`src/rtl/mcs_pkg.sv`:
```
package mcs_pkg;
  localparam int BYTE_W = 8;
  localparam int LINE_N = 4;
  localparam int CTL_W  = 5;
  // status line indices inside the 4-bit line vector
  localparam int L_CTS = 0;
  localparam int L_DSR = 1;
  localparam int L_RI  = 2;
  localparam int L_DCD = 3;

  typedef struct packed {
    logic loop;
    logic out2;
    logic out1;
    logic rts;
    logic dtr;
  } ctl_t;

  typedef enum logic {SEL_CTL = 1'b0, SEL_STAT = 1'b1} sel_e;
endpackage

```
`src/rtl/mcs_sync.sv`:
```
module mcs_sync #(
  parameter int W      = 4,
  parameter int STAGES = 2
) (
  input  logic         clk,
  input  logic         rst_n,
  input  logic [W-1:0] d,
  output logic [W-1:0] q
);
  logic [STAGES-1:0][W-1:0] chain;

  always_ff @(posedge clk or negedge rst_n)
    if (!rst_n) chain[0] <= '0;
    else        chain[0] <= d;

  for (genvar s = 1; s < STAGES; s++) begin : g_stage
    always_ff @(posedge clk or negedge rst_n)
      if (!rst_n) chain[s] <= '0;
      else        chain[s] <= chain[s-1];
  end

  assign q = chain[STAGES-1];
endmodule

```
`src/rtl/mcs_chg_det.sv`:
```
module mcs_chg_det #(
  parameter int W      = 4,
  parameter int RI_IDX = 2
) (
  input  logic         clk,
  input  logic         rst_n,
  input  logic [W-1:0] src,
  input  logic         clr,
  output logic [W-1:0] cur,
  output logic [W-1:0] dlt,
  output logic         irq
);
  logic [W-1:0] diff;
  logic [W-1:0] setv;

  assign diff = src ^ cur;

  for (genvar g = 0; g < W; g++) begin : g_flag
    if (g == RI_IDX) begin : g_fall
      assign setv[g] = cur[g] & ~src[g];
    end else begin : g_any
      assign setv[g] = diff[g];
    end
  end

  always_ff @(posedge clk or negedge rst_n)
    if (!rst_n) begin
      cur <= '0;
      dlt <= '0;
      irq <= 1'b0;
    end else begin
      cur <= src;
      dlt <= (clr ? '0 : dlt) | setv;
      irq <= (clr ? 1'b0 : irq) | (|diff);
    end

  AST_CTS_FLAG_ON_CHANGE: assert property (@(posedge clk) disable iff (!rst_n)
    $rose(dlt[0]) |-> cur[0] != $past(cur[0]));
  AST_RI_FLAG_ON_FALL: assert property (@(posedge clk) disable iff (!rst_n)
    $rose(dlt[RI_IDX]) |-> ($past(cur[RI_IDX]) && !cur[RI_IDX]));
  AST_IRQ_ON_CHANGE: assert property (@(posedge clk) disable iff (!rst_n)
    (cur != $past(cur)) |-> irq);
  AST_CLEAR_QUIET: assert property (@(posedge clk) disable iff (!rst_n)
    ($past(clr) && cur == $past(cur)) |-> (dlt == '0 && !irq));
endmodule

```
`src/rtl/mdm_ctl_stat.sv`:
```
module mdm_ctl_stat
  import mcs_pkg::*;
#(
  parameter int SYNC_STAGES = 2
) (
  input  logic              clk,
  input  logic              rst_n,
  input  logic              wr_en,
  input  logic              rd_en,
  input  logic              reg_sel,
  input  logic [BYTE_W-1:0] wdata,
  output logic [BYTE_W-1:0] rdata,
  input  logic              cts_i,
  input  logic              dsr_i,
  input  logic              ri_i,
  input  logic              dcd_i,
  output logic              dtr_o,
  output logic              rts_o,
  output logic              out1_o,
  output logic              out2_o,
  output logic              loop_o,
  output logic [BYTE_W-1:0] msr_o,
  output logic              ms_irq_o
);
  ctl_t              ctl_q;
  logic [LINE_N-1:0] pins, pins_s, lp_lines, src, cur, dlt;
  logic              clr, irq;
  logic              unused_hi;

  assign unused_hi = ^wdata[BYTE_W-1:CTL_W];

  always_ff @(posedge clk or negedge rst_n)
    if (!rst_n) ctl_q <= '0;
    else if (wr_en && sel_e'(reg_sel) == SEL_CTL) ctl_q <= ctl_t'(wdata[CTL_W-1:0]);

  assign pins = {dcd_i, ri_i, dsr_i, cts_i};

  mcs_sync #(.W(LINE_N), .STAGES(SYNC_STAGES)) u_sync (
    .clk(clk), .rst_n(rst_n), .d(pins), .q(pins_s));

  // crosswise loopback mapping
  always_comb begin
    lp_lines        = '0;
    lp_lines[L_CTS] = ctl_q.rts;
    lp_lines[L_DSR] = ctl_q.dtr;
    lp_lines[L_RI]  = ctl_q.out1;
    lp_lines[L_DCD] = ctl_q.out2;
  end

  assign src = ctl_q.loop ? lp_lines : pins_s;
  assign clr = rd_en && sel_e'(reg_sel) == SEL_STAT;

  mcs_chg_det #(.W(LINE_N), .RI_IDX(L_RI)) u_det (
    .clk(clk), .rst_n(rst_n), .src(src), .clr(clr),
    .cur(cur), .dlt(dlt), .irq(irq));

  assign msr_o    = {cur, dlt};
  assign ms_irq_o = irq;

  always_ff @(posedge clk or negedge rst_n)
    if (!rst_n) rdata <= '0;
    else if (rd_en)
      rdata <= (sel_e'(reg_sel) == SEL_STAT) ? msr_o
                                             : {{(BYTE_W-CTL_W){1'b0}}, ctl_q};

  assign loop_o = ctl_q.loop;
  assign dtr_o  = ctl_q.dtr  & ~ctl_q.loop;
  assign rts_o  = ctl_q.rts  & ~ctl_q.loop;
  assign out1_o = ctl_q.out1 & ~ctl_q.loop;
  assign out2_o = ctl_q.out2 & ~ctl_q.loop;

  AST_STAT_WRITE_IGNORED: assert property (@(posedge clk) disable iff (!rst_n)
    (wr_en && reg_sel && !rd_en) |=> $stable(ctl_q));
  AST_LOOP_CTS_MAP: assert property (@(posedge clk) disable iff (!rst_n)
    $past(ctl_q.loop) |-> msr_o[4] == $past(ctl_q.rts));
  AST_LOOP_DCD_MAP: assert property (@(posedge clk) disable iff (!rst_n)
    $past(ctl_q.loop) |-> msr_o[7] == $past(ctl_q.out2));
  AST_LOOP_OUTS_LOW: assert property (@(posedge clk) disable iff (!rst_n)
    loop_o |-> !(dtr_o || rts_o || out1_o || out2_o));
endmodule

```
`config.mk`:
```
export PLATFORM = sky130hd
export DESIGN_NAME = mdm_ctl_stat
export DESIGN_NICKNAME = d
export VERILOG_FILES = /design/src/rtl/mcs_pkg.sv /design/src/rtl/mcs_sync.sv /design/src/rtl/mcs_chg_det.sv /design/src/rtl/mdm_ctl_stat.sv
export SDC_FILE = /design/constraint.sdc
export NUM_CORES = 1
export LEC_CHECK = 0
export ABC_AREA = 1
export BUFFER_PORTS_ARGS = -buffer_cell sky130_fd_sc_hd__buf_4
export CELL_PAD_IN_SITES_DETAIL_PLACEMENT = 0
export CELL_PAD_IN_SITES_GLOBAL_PLACEMENT = 1
export CORE_MARGIN = 10
export CORE_UTILIZATION = 36
export CTS_CLUSTER_SIZE = 25
export DETAILED_ROUTE_END_ITERATION = 10
export PLACE_DENSITY_LB_ADDON = 0.05
export SLEW_MARGIN = 10
export SYNTH_ARGS = -nofsm -noshare
export SYNTH_HDL_FRONTEND = slang
export SYNTH_HIERARCHICAL = 1
export SYNTH_SLANG_ARGS = --single-unit
```
`constraint.sdc`:
```
create_clock -name clk -period 1.7 [get_ports clk]
set_input_delay 0.085 -clock clk [delete_from_list [all_inputs] [get_ports clk]]
set_output_delay 0.085 -clock clk [all_outputs]
set_load 0.02 [all_outputs]
```
==> metrics.md <==
| Metric | Value |
|---|---|
| Outcome | `finished clean` |
| DRT antenna net count | `0` |
| CP arrival | `1710 ps` |
| Max_slew headroom | `74.77%` |
| CTS Buf Count | `5` |
| Mean routed wirelength per cell | `12.29 um` |
| Worst path most repeated cell | `nand2_1` |
| Max FO, Critical Path | `9` |
| # rows | `21` |
| Die Ht | `78.30 um` |
| Reg2reg path depth | `8` |
| Core Util, Final | `51.78%` |
| H-tree Lvls | `2` |
| CP Class | `reg -> reg` |
| Routed wire length | `2889 um` |
| CP startpoint | `loop_o` |
| Initial antenna violation count | `0` |
| Synth Instances | `141` |
| Vias in the first global route | `1,108` |
| Initial DRC count | `57` |
| Post-synthesis sequential area ratio | `61.35%` |
| Yosys warns | `6` |
| Period minus WS final | `1481 ps` |
| Remaining global-route overflow | `0` |
| Die Wd | `78.30 um` |
| TNS Setup | `0 ps` |
| Post-DP HPWL | `2102 um` |
| DRC | `0` |
| TritonCTS clock tree | `done` |
| Share of layout cells above drive strength 1 | `23.81%` |
| WP data required | `1920 ps` |
| FF+latch count, synth | `30` |
| Crit path max-delay family | `flip-flops` |
| Final hold vios | `0` |
| Peak VDD IR | `0.0006918 V` |
| Worst path slowest cell | `dfrtp_1` |
| Place WS | `162.5 ps` |
| Ranking of synthesized cells by area | `dfrtp_1, nand2_1, inv_1` |
| Largest area contributor in the netlist | `dfrtp_1` |
| Worst Clk Skew | `3.566 ps` |
| Via/cell ratio | `4.277` |
| Num Clock Sinks | `30` |
| CTS root buf | `clkbuf_4` |
| Reg-to-reg startpoint | `loop_o` |
| GRT Total Usage | `10.24%` |
| Global placer's final weighted congestion | `0.7511` |
| Power Density | `1201 nW/um^2` |
| Setup Viol. Count Final | `0` |
| Yosys cell types | `11` |
| Cell leakage power | `0.9610 nW` |
| IO Port Bufs | `35` |
| Deepest clock path buffer count | `2` |
| Sum of buffers and inverters on the critical path | `2` |
| Worst path max stage delay | `450 ps` |
| Ordered list of cells on the worst path | `inv_1 > nand2_1 > o21ai_1 > inv_1 > ha_1 > nand2_1 > nor2_1 > nand2_1` |
| FF-to-FF setup slack | `220 ps` |
| Crit share post-route | `87.12%` |
| Post-synth top area share | `61.35%` |
| Max-slew violations | `0` |
| Avg Cell Area, Syn | `8.679 um^2` |
| Drt pass-1 iters | `5` |
| I/O pins | `39` |
| CP endpoint | `u_det/irq` |
| Core area | `3311 um^2` |
| Hold Path Class | `in -> reg` |
| Clk_lat worst skew | `320 ps` |
| FMAX | `0.6752 GHz` |
| Kind of end point of the critical path | `flop` |
| Die area | `6131 um^2` |
| Slew @ Worst Pin | `378.4 ps` |
| Diode count | `0` |
| WP depth | `8` |
| Hold WS | `36.02 ps` |
| Synth Net Count | `159` |
| Final-stage net count | `206` |
| RSZ-0062 raised after global routing | `false` |
| Max Cap Viol | `0` |
| Final worst slack | `219.0 ps` |
| Mapped Area | `1224 um^2` |
| Reg clk slew, reported paths | `90 ps` |
| Vias | `1,005` |
| Initial core utilization | `36.96%` |
| Largest net degree at the start of global routing | `31` |
| Global-route wire length before repair | `5092 um` |
| Synthesis-to-finish area growth | `40.08%` |
| CP Launch Type | `flop` |
| Reg2reg end | `u_det/irq` |
-- cells in the mapped netlist --
master	n
nand2_1	60
dfrtp_1	30
inv_1	19
nand3_1	13
nor2_1	6
buf_4	4
o21ai_0	4
inv_2	2
a21o_1	1
buf_6	1
ha_1	1
-- tightest hold or removal path, stage by stage --
cell and delay (ps):
buf_4 120, nand3_1 70, nand2_1 60
-- cell type report --
class	count	area, um^2
Timing Repair Buffer	45	362.8
Fill cell	362	1597
Clock buffer	6	51.30
Multi-Input combinational cell	85	352.8
Inverter	21	78.83
Sequential cell	30	750.7
Clock inverter	2	60.06
Tap cell	46	57.56
-- routing by layer --
metal	wire (um)	vias up	track usage [%]
met3	270	7	5.809
met5	0	-	0
met2	1313	31	16.53
li1	-	515	-
met1	1261	452	10.98
met4	43	0	3.763
-- state kept, by name, indices dropped and copies added, names as in the netlist --
signal,flops
ctl_q,4
u_det/dlt,4
loop_o,1
u_sync/chain,4
u_sync/q,4
rdata,8
u_det/cur,4
u_det/irq,1
-- cell usage in the layout (no fill, tap or decap) --
master	n
buf_4	35
a21o_1	1
o21ai_1	1
ha_1	1
clkbuf_8	1
nand2_1	60
clkbuf_4	5
dfrtp_1	30
inv_1	19
dlygate4sd3_1	10
o21ai_0	3
nor2_1	6
nand3_1	13
inv_2	2
bufinv_16	2
-- stage by stage --
stage	power (mW)	instances	cell area [um^2]
after floorplan	1.110	141	1224
after global placement	1.314	217	1503
after detailed placement	1.321	217	1503
after CTS	2.097	235	1714
after global routing	2.190	235	1714
final	2.058	235	1714
-- report_power, final --
| part | leakage [nW] | switching (mW) | internal (mW) | total, mW |
|---|---|---|---|---|
| combinational | 0.548 | 0.266 | 0.190 | 0.456 |
| clock | 0.0585 | 0.248 | 0.498 | 0.746 |
| sequential | 0.354 | 0.0588 | 0.798 | 0.857 |
| total | 0.961 | 0.572 | 1.49 | 2.06 |
-- cells by family (layout without fill, tap and decap cells) --
logic type / after synthesis / in the layout / synth area share (%)
adder cells (fa/ha/maj): 1 / 1 / 1.022
flip-flops: 30 / 30 / 61.35
buffers and inverters: 26 / 74 / 9.816
AND/OR/NAND/NOR: 79 / 79 / 25.56
AO/OA/AOI/OAI: 5 / 5 / 2.250
-- timing repair --
item,CTS,global route
hold buffers,10,0
resized for setup,0,1
endpoints found under the setup margin,0,1
buffers inserted,0,0
endpoints found under the hold margin,39,0
-- worst min-delay path by stage --
stage                      from  slack [ps]  depth (start not counted)  endpoint
after global placement    rst_n          40                          1  rdata[7]
final                     wr_en          40                          3    loop_o
after CTS                 wr_en          20                          3  ctl_q[3]
after global routing      wr_en          20                          3    loop_o
after detailed placement  rst_n          40                          1  rdata[7]
after floorplan           rst_n        -210                          0  ctl_q[0]
Note: power is estimated with default switching activity, not from simulation.
